`src/rtl/gdw_pkg.sv`:
```
package gdw_pkg;
    typedef enum logic [1:0] {
        OP_PAGE   = 2'd0,
        OP_COL_HI = 2'd1,
        OP_COL_LO = 2'd2,
        OP_MIRROR = 2'd3
    } gdw_op_e;

    typedef enum logic {
        PH_MSB = 1'b0,
        PH_LSB = 1'b1
    } gdw_phase_e;
endpackage

```
`src/rtl/gdw_page_reg.sv`:
```
module gdw_page_reg #(
    parameter int PAGE_W    = 5,
    parameter int ARG_W     = 5,
    parameter int ICON_PAGE = 16
) (
    input  logic              clk,
    input  logic              rst_n,
    input  logic              load_i,
    input  logic [ARG_W-1:0]  arg_i,
    output logic [PAGE_W-1:0] page_o,
    output logic              icon_o
);
    logic [PAGE_W-1:0] page_q;
    logic              arg_ok;

    assign arg_ok = (arg_i <= ARG_W'(ICON_PAGE));

    always_ff @(posedge clk) begin
        if (!rst_n) begin
            page_q <= '0;
        end else if (load_i && arg_ok) begin
            page_q <= PAGE_W'(arg_i);
        end
    end

    assign page_o = page_q;
    assign icon_o = (page_q == PAGE_W'(ICON_PAGE));


    page_range_chk: assert property (@(posedge clk) disable iff (!rst_n)
        page_q <= PAGE_W'(ICON_PAGE));


    page_hold_chk: assert property (@(posedge clk) disable iff (!rst_n)
        !load_i |=> $stable(page_q));
endmodule

```
`src/rtl/gdw_col_ctrl.sv`:
```
module gdw_col_ctrl
    import gdw_pkg::*;
#(
    parameter int COL_W = 7,
    parameter int LO_W  = 4,
    localparam int HI_W = COL_W - LO_W
) (
    input  logic             clk,
    input  logic             rst_n,
    input  logic             hi_ld_i,
    input  logic [HI_W-1:0]  hi_arg_i,
    input  logic             lo_ld_i,
    input  logic [LO_W-1:0]  lo_arg_i,
    input  logic             step_i,
    output logic [COL_W-1:0] col_o,
    output gdw_phase_e       phase_o
);
    gdw_phase_e       state_q, state_d;
    logic [COL_W-1:0] col_q;
    logic             col_adv;

    // state register
    always_ff @(posedge clk) begin
        if (!rst_n) state_q <= PH_MSB;
        else        state_q <= state_d;
    end

    // next state and column advance
    always_comb begin
        state_d = state_q;
        col_adv = 1'b0;
        if (hi_ld_i || lo_ld_i) begin
            state_d = PH_MSB;
        end else if (step_i) begin
            unique case (state_q)
                PH_MSB: state_d = PH_LSB;
                PH_LSB: begin
                    state_d = PH_MSB;
                    col_adv = 1'b1;
                end
            endcase
        end
    end

    always_ff @(posedge clk) begin
        if (!rst_n) begin
            col_q <= '0;
        end else begin
            if (hi_ld_i) col_q[COL_W-1:LO_W] <= hi_arg_i;
            if (lo_ld_i) col_q[LO_W-1:0]     <= lo_arg_i;
            if (col_adv) col_q               <= col_q + COL_W'(1);
        end
    end

    assign col_o   = col_q;
    assign phase_o = state_q;


    col_step_chk: assert property (@(posedge clk) disable iff (!rst_n)
        (step_i && !hi_ld_i && !lo_ld_i && state_q == PH_LSB)
            |=> (col_q == $past(col_q) + COL_W'(1)) && (state_q == PH_MSB));


    col_load_phase_chk: assert property (@(posedge clk) disable iff (!rst_n)
        (hi_ld_i || lo_ld_i) |=> state_q == PH_MSB);


    col_hold_chk: assert property (@(posedge clk) disable iff (!rst_n)
        (!step_i && !hi_ld_i && !lo_ld_i) |=> ($stable(col_q) && $stable(state_q)));
endmodule

```
`src/rtl/gdw_wr_stage.sv`:
```
module gdw_wr_stage
    import gdw_pkg::*;
#(
    parameter int COL_W     = 7,
    parameter int PAGE_W    = 5,
    parameter int DATA_W    = 8,
    parameter int ICON_PAGE = 16,
    localparam int ADDR_W   = COL_W + 1
) (
    input  logic              clk,
    input  logic              rst_n,
    input  logic              fire_i,
    input  logic [COL_W-1:0]  col_i,
    input  gdw_phase_e        phase_i,
    input  logic [PAGE_W-1:0] page_i,
    input  logic              icon_i,
    input  logic              mirror_i,
    input  logic [DATA_W-1:0] data_i,
    output logic              we_o,
    output logic [PAGE_W-1:0] page_o,
    output logic [ADDR_W-1:0] addr_o,
    output logic [COL_W-1:0]  seg_o,
    output logic [DATA_W-1:0] data_o
);
    logic [DATA_W-1:0] data_m;
    logic [COL_W-1:0]  seg_d;

    // bit 0 always passes; upper bits are cleared on the icon page
    assign data_m[0] = data_i[0];
    for (genvar b = 1; b < DATA_W; b++) begin : g_mask
        assign data_m[b] = data_i[b] & ~icon_i;
    end

    assign seg_d = mirror_i ? ~col_i : col_i;

    always_ff @(posedge clk) begin
        if (!rst_n) begin
            we_o   <= 1'b0;
            page_o <= '0;
            addr_o <= '0;
            seg_o  <= '0;
            data_o <= '0;
        end else begin
            we_o <= fire_i;
            if (fire_i) begin
                page_o <= page_i;
                addr_o <= {col_i, phase_i == PH_LSB};
                seg_o  <= seg_d;
                data_o <= data_m;
            end
        end
    end


    icon_mask_chk: assert property (@(posedge clk) disable iff (!rst_n)
        (we_o && page_o == PAGE_W'(ICON_PAGE)) |-> data_o[DATA_W-1:1] == '0);


    we_pulse_chk: assert property (@(posedge clk) disable iff (!rst_n)
        !fire_i |=> !we_o);
endmodule

```
`src/rtl/gdram_wr_addr.sv`:
```
module gdram_wr_addr
    import gdw_pkg::*;
#(
    parameter int COL_W     = 7,
    parameter int LO_W      = 4,
    parameter int PAGE_W    = 5,
    parameter int ARG_W     = 5,
    parameter int DATA_W    = 8,
    parameter int ICON_PAGE = 16,
    localparam int HI_W     = COL_W - LO_W,
    localparam int ADDR_W   = COL_W + 1
) (
    input  logic              clk,
    input  logic              rst_n,
    input  logic              cmd_valid,
    input  logic [1:0]        cmd_op,
    input  logic [ARG_W-1:0]  cmd_arg,
    input  logic              dat_valid,
    input  logic [DATA_W-1:0] dat_byte,
    output logic              ram_we,
    output logic [PAGE_W-1:0] ram_page,
    output logic [ADDR_W-1:0] ram_addr,
    output logic [COL_W-1:0]  ram_seg,
    output logic [DATA_W-1:0] ram_data
);
    gdw_op_e           op;
    logic              pg_ld, hi_ld, lo_ld, mir_ld, dat_acc;
    logic              mirror_q, icon;
    logic [PAGE_W-1:0] page;
    logic [COL_W-1:0]  col;
    gdw_phase_e        phase;

    assign op      = gdw_op_e'(cmd_op);
    assign pg_ld   = cmd_valid && (op == OP_PAGE);
    assign hi_ld   = cmd_valid && (op == OP_COL_HI);
    assign lo_ld   = cmd_valid && (op == OP_COL_LO);
    assign mir_ld  = cmd_valid && (op == OP_MIRROR);
    assign dat_acc = dat_valid && !cmd_valid;

    always_ff @(posedge clk) begin
        if (!rst_n)      mirror_q <= 1'b0;
        else if (mir_ld) mirror_q <= cmd_arg[0];
    end

    gdw_page_reg #(.PAGE_W(PAGE_W), .ARG_W(ARG_W), .ICON_PAGE(ICON_PAGE)) u_page (
        .clk    (clk),
        .rst_n  (rst_n),
        .load_i (pg_ld),
        .arg_i  (cmd_arg),
        .page_o (page),
        .icon_o (icon)
    );

    gdw_col_ctrl #(.COL_W(COL_W), .LO_W(LO_W)) u_col (
        .clk      (clk),
        .rst_n    (rst_n),
        .hi_ld_i  (hi_ld),
        .hi_arg_i (cmd_arg[HI_W-1:0]),
        .lo_ld_i  (lo_ld),
        .lo_arg_i (cmd_arg[LO_W-1:0]),
        .step_i   (dat_acc),
        .col_o    (col),
        .phase_o  (phase)
    );

    gdw_wr_stage #(.COL_W(COL_W), .PAGE_W(PAGE_W), .DATA_W(DATA_W),
                   .ICON_PAGE(ICON_PAGE)) u_wr (
        .clk      (clk),
        .rst_n    (rst_n),
        .fire_i   (dat_acc),
        .col_i    (col),
        .phase_i  (phase),
        .page_i   (page),
        .icon_i   (icon),
        .mirror_i (mirror_q),
        .data_i   (dat_byte),
        .we_o     (ram_we),
        .page_o   (ram_page),
        .addr_o   (ram_addr),
        .seg_o    (ram_seg),
        .data_o   (ram_data)
    );


    cmd_wins_chk: assert property (@(posedge clk) disable iff (!rst_n)
        (cmd_valid && dat_valid) |=> !ram_we);


    plane_pair_chk: assert property (@(posedge clk) disable iff (!rst_n)
        (ram_we && ram_addr[0] && !mir_ld && !hi_ld && !lo_ld && dat_acc)
            |=> ram_we && !ram_addr[0] && (ram_addr[7:1] == $past(ram_addr[7:1]) + 7'd1));
endmodule

```
`config.mk`:
```
export PLATFORM = sky130hd
export DESIGN_NAME = gdram_wr_addr
export DESIGN_NICKNAME = d
export VERILOG_FILES = /design/src/rtl/gdw_pkg.sv /design/src/rtl/gdw_page_reg.sv /design/src/rtl/gdw_col_ctrl.sv /design/src/rtl/gdw_wr_stage.sv /design/src/rtl/gdram_wr_addr.sv
export SDC_FILE = /design/constraint.sdc
export NUM_CORES = 1
export LEC_CHECK = 0
export CORE_MARGIN = 5
export CORE_UTILIZATION = 50
export CTS_BUF_LIST = sky130_fd_sc_hd__clkbuf_4 sky130_fd_sc_hd__clkbuf_8 sky130_fd_sc_hd__clkbuf_16
export CTS_CLUSTER_SIZE = 8
export DETAILED_ROUTE_END_ITERATION = 6
export MAX_ROUTING_LAYER = met4
export PLACE_DENSITY_LB_ADDON = 0.15
export SYNTH_ARGS = -nofsm -noshare
export SYNTH_HDL_FRONTEND = slang
export SYNTH_HIERARCHICAL = 1
export SYNTH_SLANG_ARGS = --single-unit
```
`constraint.sdc`:
```
create_clock -name clk -period 3.4 [get_ports clk]
set_input_delay 1.02 -clock clk [delete_from_list [all_inputs] [get_ports clk]]
set_output_delay 1.02 -clock clk [all_outputs]
set_load 0.03 [all_outputs]
```
==> metrics.cfg <==
[run_status]
status=complete, no violations

[floorplanning]
dieHeight_um=73.1
core_um2=3940
die_w_um=73.1
rows=23
dieArea_um2=5350
start_util=0.506
boundaryPins=48

[setup_path]
cp.arrival_ns=2.88
start_kind=primary input
worstSetupPathType=in2reg
cp_max_fo=9
end_kind=register
cp.required_ns=3.61

[clocking]
cts.sinks=43
cts_buffers=5
cts_buffer_depth=2
cts_setup_buffers=0
cts-root-buf=clkbuf_8
clk_latency_ns=0.28
post_cts_resized=0
cts-hold-fix-buffers=0
cts_tree=yes
path_clk_slew_ns=0.07
h-tree-depth=2

[logic_synthesis]
avgSynthCellArea_um2=9.87
ys_seq_elements=43
yosysMostFrequentCell=dfxtp_1
yosysTopAreaCell=dfxtp_1
synth_cells=202
yosysSeqAreaShare=0.432
yosysUniqueCellTypes=43
synth_fp_nets=222
synth_common_cells=dfxtp_1 (43), mux2i_1 (15), nor2b_1 (14)
synth_top_area_frac=0.432
ys.flop_type=dfxtp_1
ys.warnings.count=6
netlist_area_um2=1990
synth-edff-count=0
synthArstFlopShare=0
synth_area_leaders=dfxtp_1 (43%), mux2i_1 (7.5%), nand3b_1 (4.5%)

[routing]
vias=1602
drt-initial-drc-count=100
drtAntennaViolNets=0
drcViolationCount=0
wirelength_mm=4.28
first_pass_iters=4
wl_per_cell_um=14.4
via_per_inst=5.39

[global_routing]
grt_pass1_wl_mm=6.90
grt_util_all_layers=0.169
grt_max_degree=48
antenna_found_initial=0
gr-total-overflow=0
grt_pass1_vias=1416

[sta]
fin_crit_ns=2.67
fin_tns_setup_ns=0
setup_slack_ns=0.729
worstMarginPinSlew_ns=0.566
holdWs_ns=0.467
final.period_utilization=0.786
finalClockSkew_ns=0.00259
max_freq_mhz=374
hold_viol_final=0
slew_headroom=0.621
setup_viol=0
drv_slew=0
rsz0062_at_grt=false

[power_and_ir_drop]
p_total_mw=1.00
powerDensity_nw_per_um2=394
p_leak_nw=0.854
vdd_drop_max_mv=0.223

[placement]
io_buffers=47
dp_hpwl_mm=2.97
placed_area_um2=2450
place_inst=290
gp_congestion=0.814
pre_cts_ws_ns=0.436

[final_layout]
drive_above_1_share=0.0769
post-route-util=0.645
design_area_um2=2540
antenna_cells=0
area_growth_pct=27.5
fin_cells=297
final_nets=267

[hold_path]
hp-class=reg2reg

[job]
cap_violations=0

## layout make-up
| type | count | area, um2 |
|---|---|---|
| fill | 358 | 1400 |
| multi-input combinational | 142 | 1010 |
| sequential | 43 | 861 |
| timing repair buffer | 51 | 500 |
| clock buffer | 6 | 82.6 |
| tap | 50 | 62.6 |
| inverter | 4 | 15.0 |
| clock inverter | 1 | 5.00 |
## state kept, by name (all words and copies together) (netlist names)
register	flops
u_col/phase_o	1
u_wr/page_o	5
mirror_q	1
u_wr/we_o	1
u_wr/addr_o	8
u_wr/seg_o	7
u_col/col_o	7
u_page/page_o	5
u_wr/data_o	8
## report_power, final
| part | internal [mW] | total [mW] | switching [mW] |
|---|---|---|---|
| clock network | 0.159 | 0.317 | 0.158 |
| logic | 0.0717 | 0.146 | 0.0740 |
| registers | 0.522 | 0.538 | 0.0166 |
## cells in the final DEF (no fill, tap or decap), types with 2 or more instances in the layout
cell,netlist,final
nand3b_1,12,12
xnor2_1,8,8
and2_1,2,2
a31oi_1,6,6
clkbuf_8,0,6
or4_1,2,2
buf_4,2,4
nor4_1,2,2
nand3_1,9,9
mux2i_1,15,15
o211ai_1,6,6
nor2b_1,14,14
a21boi_1,7,7
nand2b_1,8,8
nand4b_1,4,4
and2_2,2,2
dfxtp_1,43,43
o21ai_0,8,8
nand2_1,9,9
o311ai_0,2,2
a21oi_1,9,9
inv_1,4,4
clkdlybuf4s50_1,0,47
## logic make-up (layout without fill, tap and decap cells)
logic type | after synthesis | in the layout | synth area share
XOR/XNOR | 9 | 9 | 0.0396
buffers and inverters | 17 | 62 | 0.0590
AND/OR/NAND/NOR | 74 | 74 | 0.247
AO/OA/AOI/OAI | 43 | 43 | 0.141
multiplexers | 15 | 15 | 0.0753
adder cells (fa/ha/maj) | 1 | 1 | 0.00628
flip-flops | 43 | 43 | 0.432
## worst max-delay path, stage by stage
cell,delay (ns)
clkdlybuf4s50_1,0.50
and3b_2,0.27
nand4bb_1,0.40
or4_1,0.56
a31oi_1,0.13
## final timing paths
path | from | to | slack [ns] | cells past startpoint
worst min-delay path | u_wr/data_o[1]$_SDFFE_PN0P_ | u_wr/data_o[1]$_SDFFE_PN0P_ | 0.47 | 2
worst max-delay path | cmd_op[1] | u_col/col_o[6]$_SDFFE_PN0P_ | 0.73 | 5
worst max register to register | u_col/phase_o$_SDFFE_PP0P_ | u_col/col_o[6]$_SDFFE_PN0P_ | 1.83 | 3
worst min register to register | u_wr/data_o[1]$_SDFFE_PN0P_ | u_wr/data_o[1]$_SDFFE_PN0P_ | 0.47 | 2
## per-layer routing
metal | vias up | GRT usage | wire length, um
met5 | - | - | 0
met4 | 0 | 0.0430 | 17
met3 | 2 | 0.0427 | 301
met2 | 52 | 0.244 | 1890
met1 | 735 | 0.236 | 2070
li1 | 813 | - | -
(Power assumes the default switching activity.)
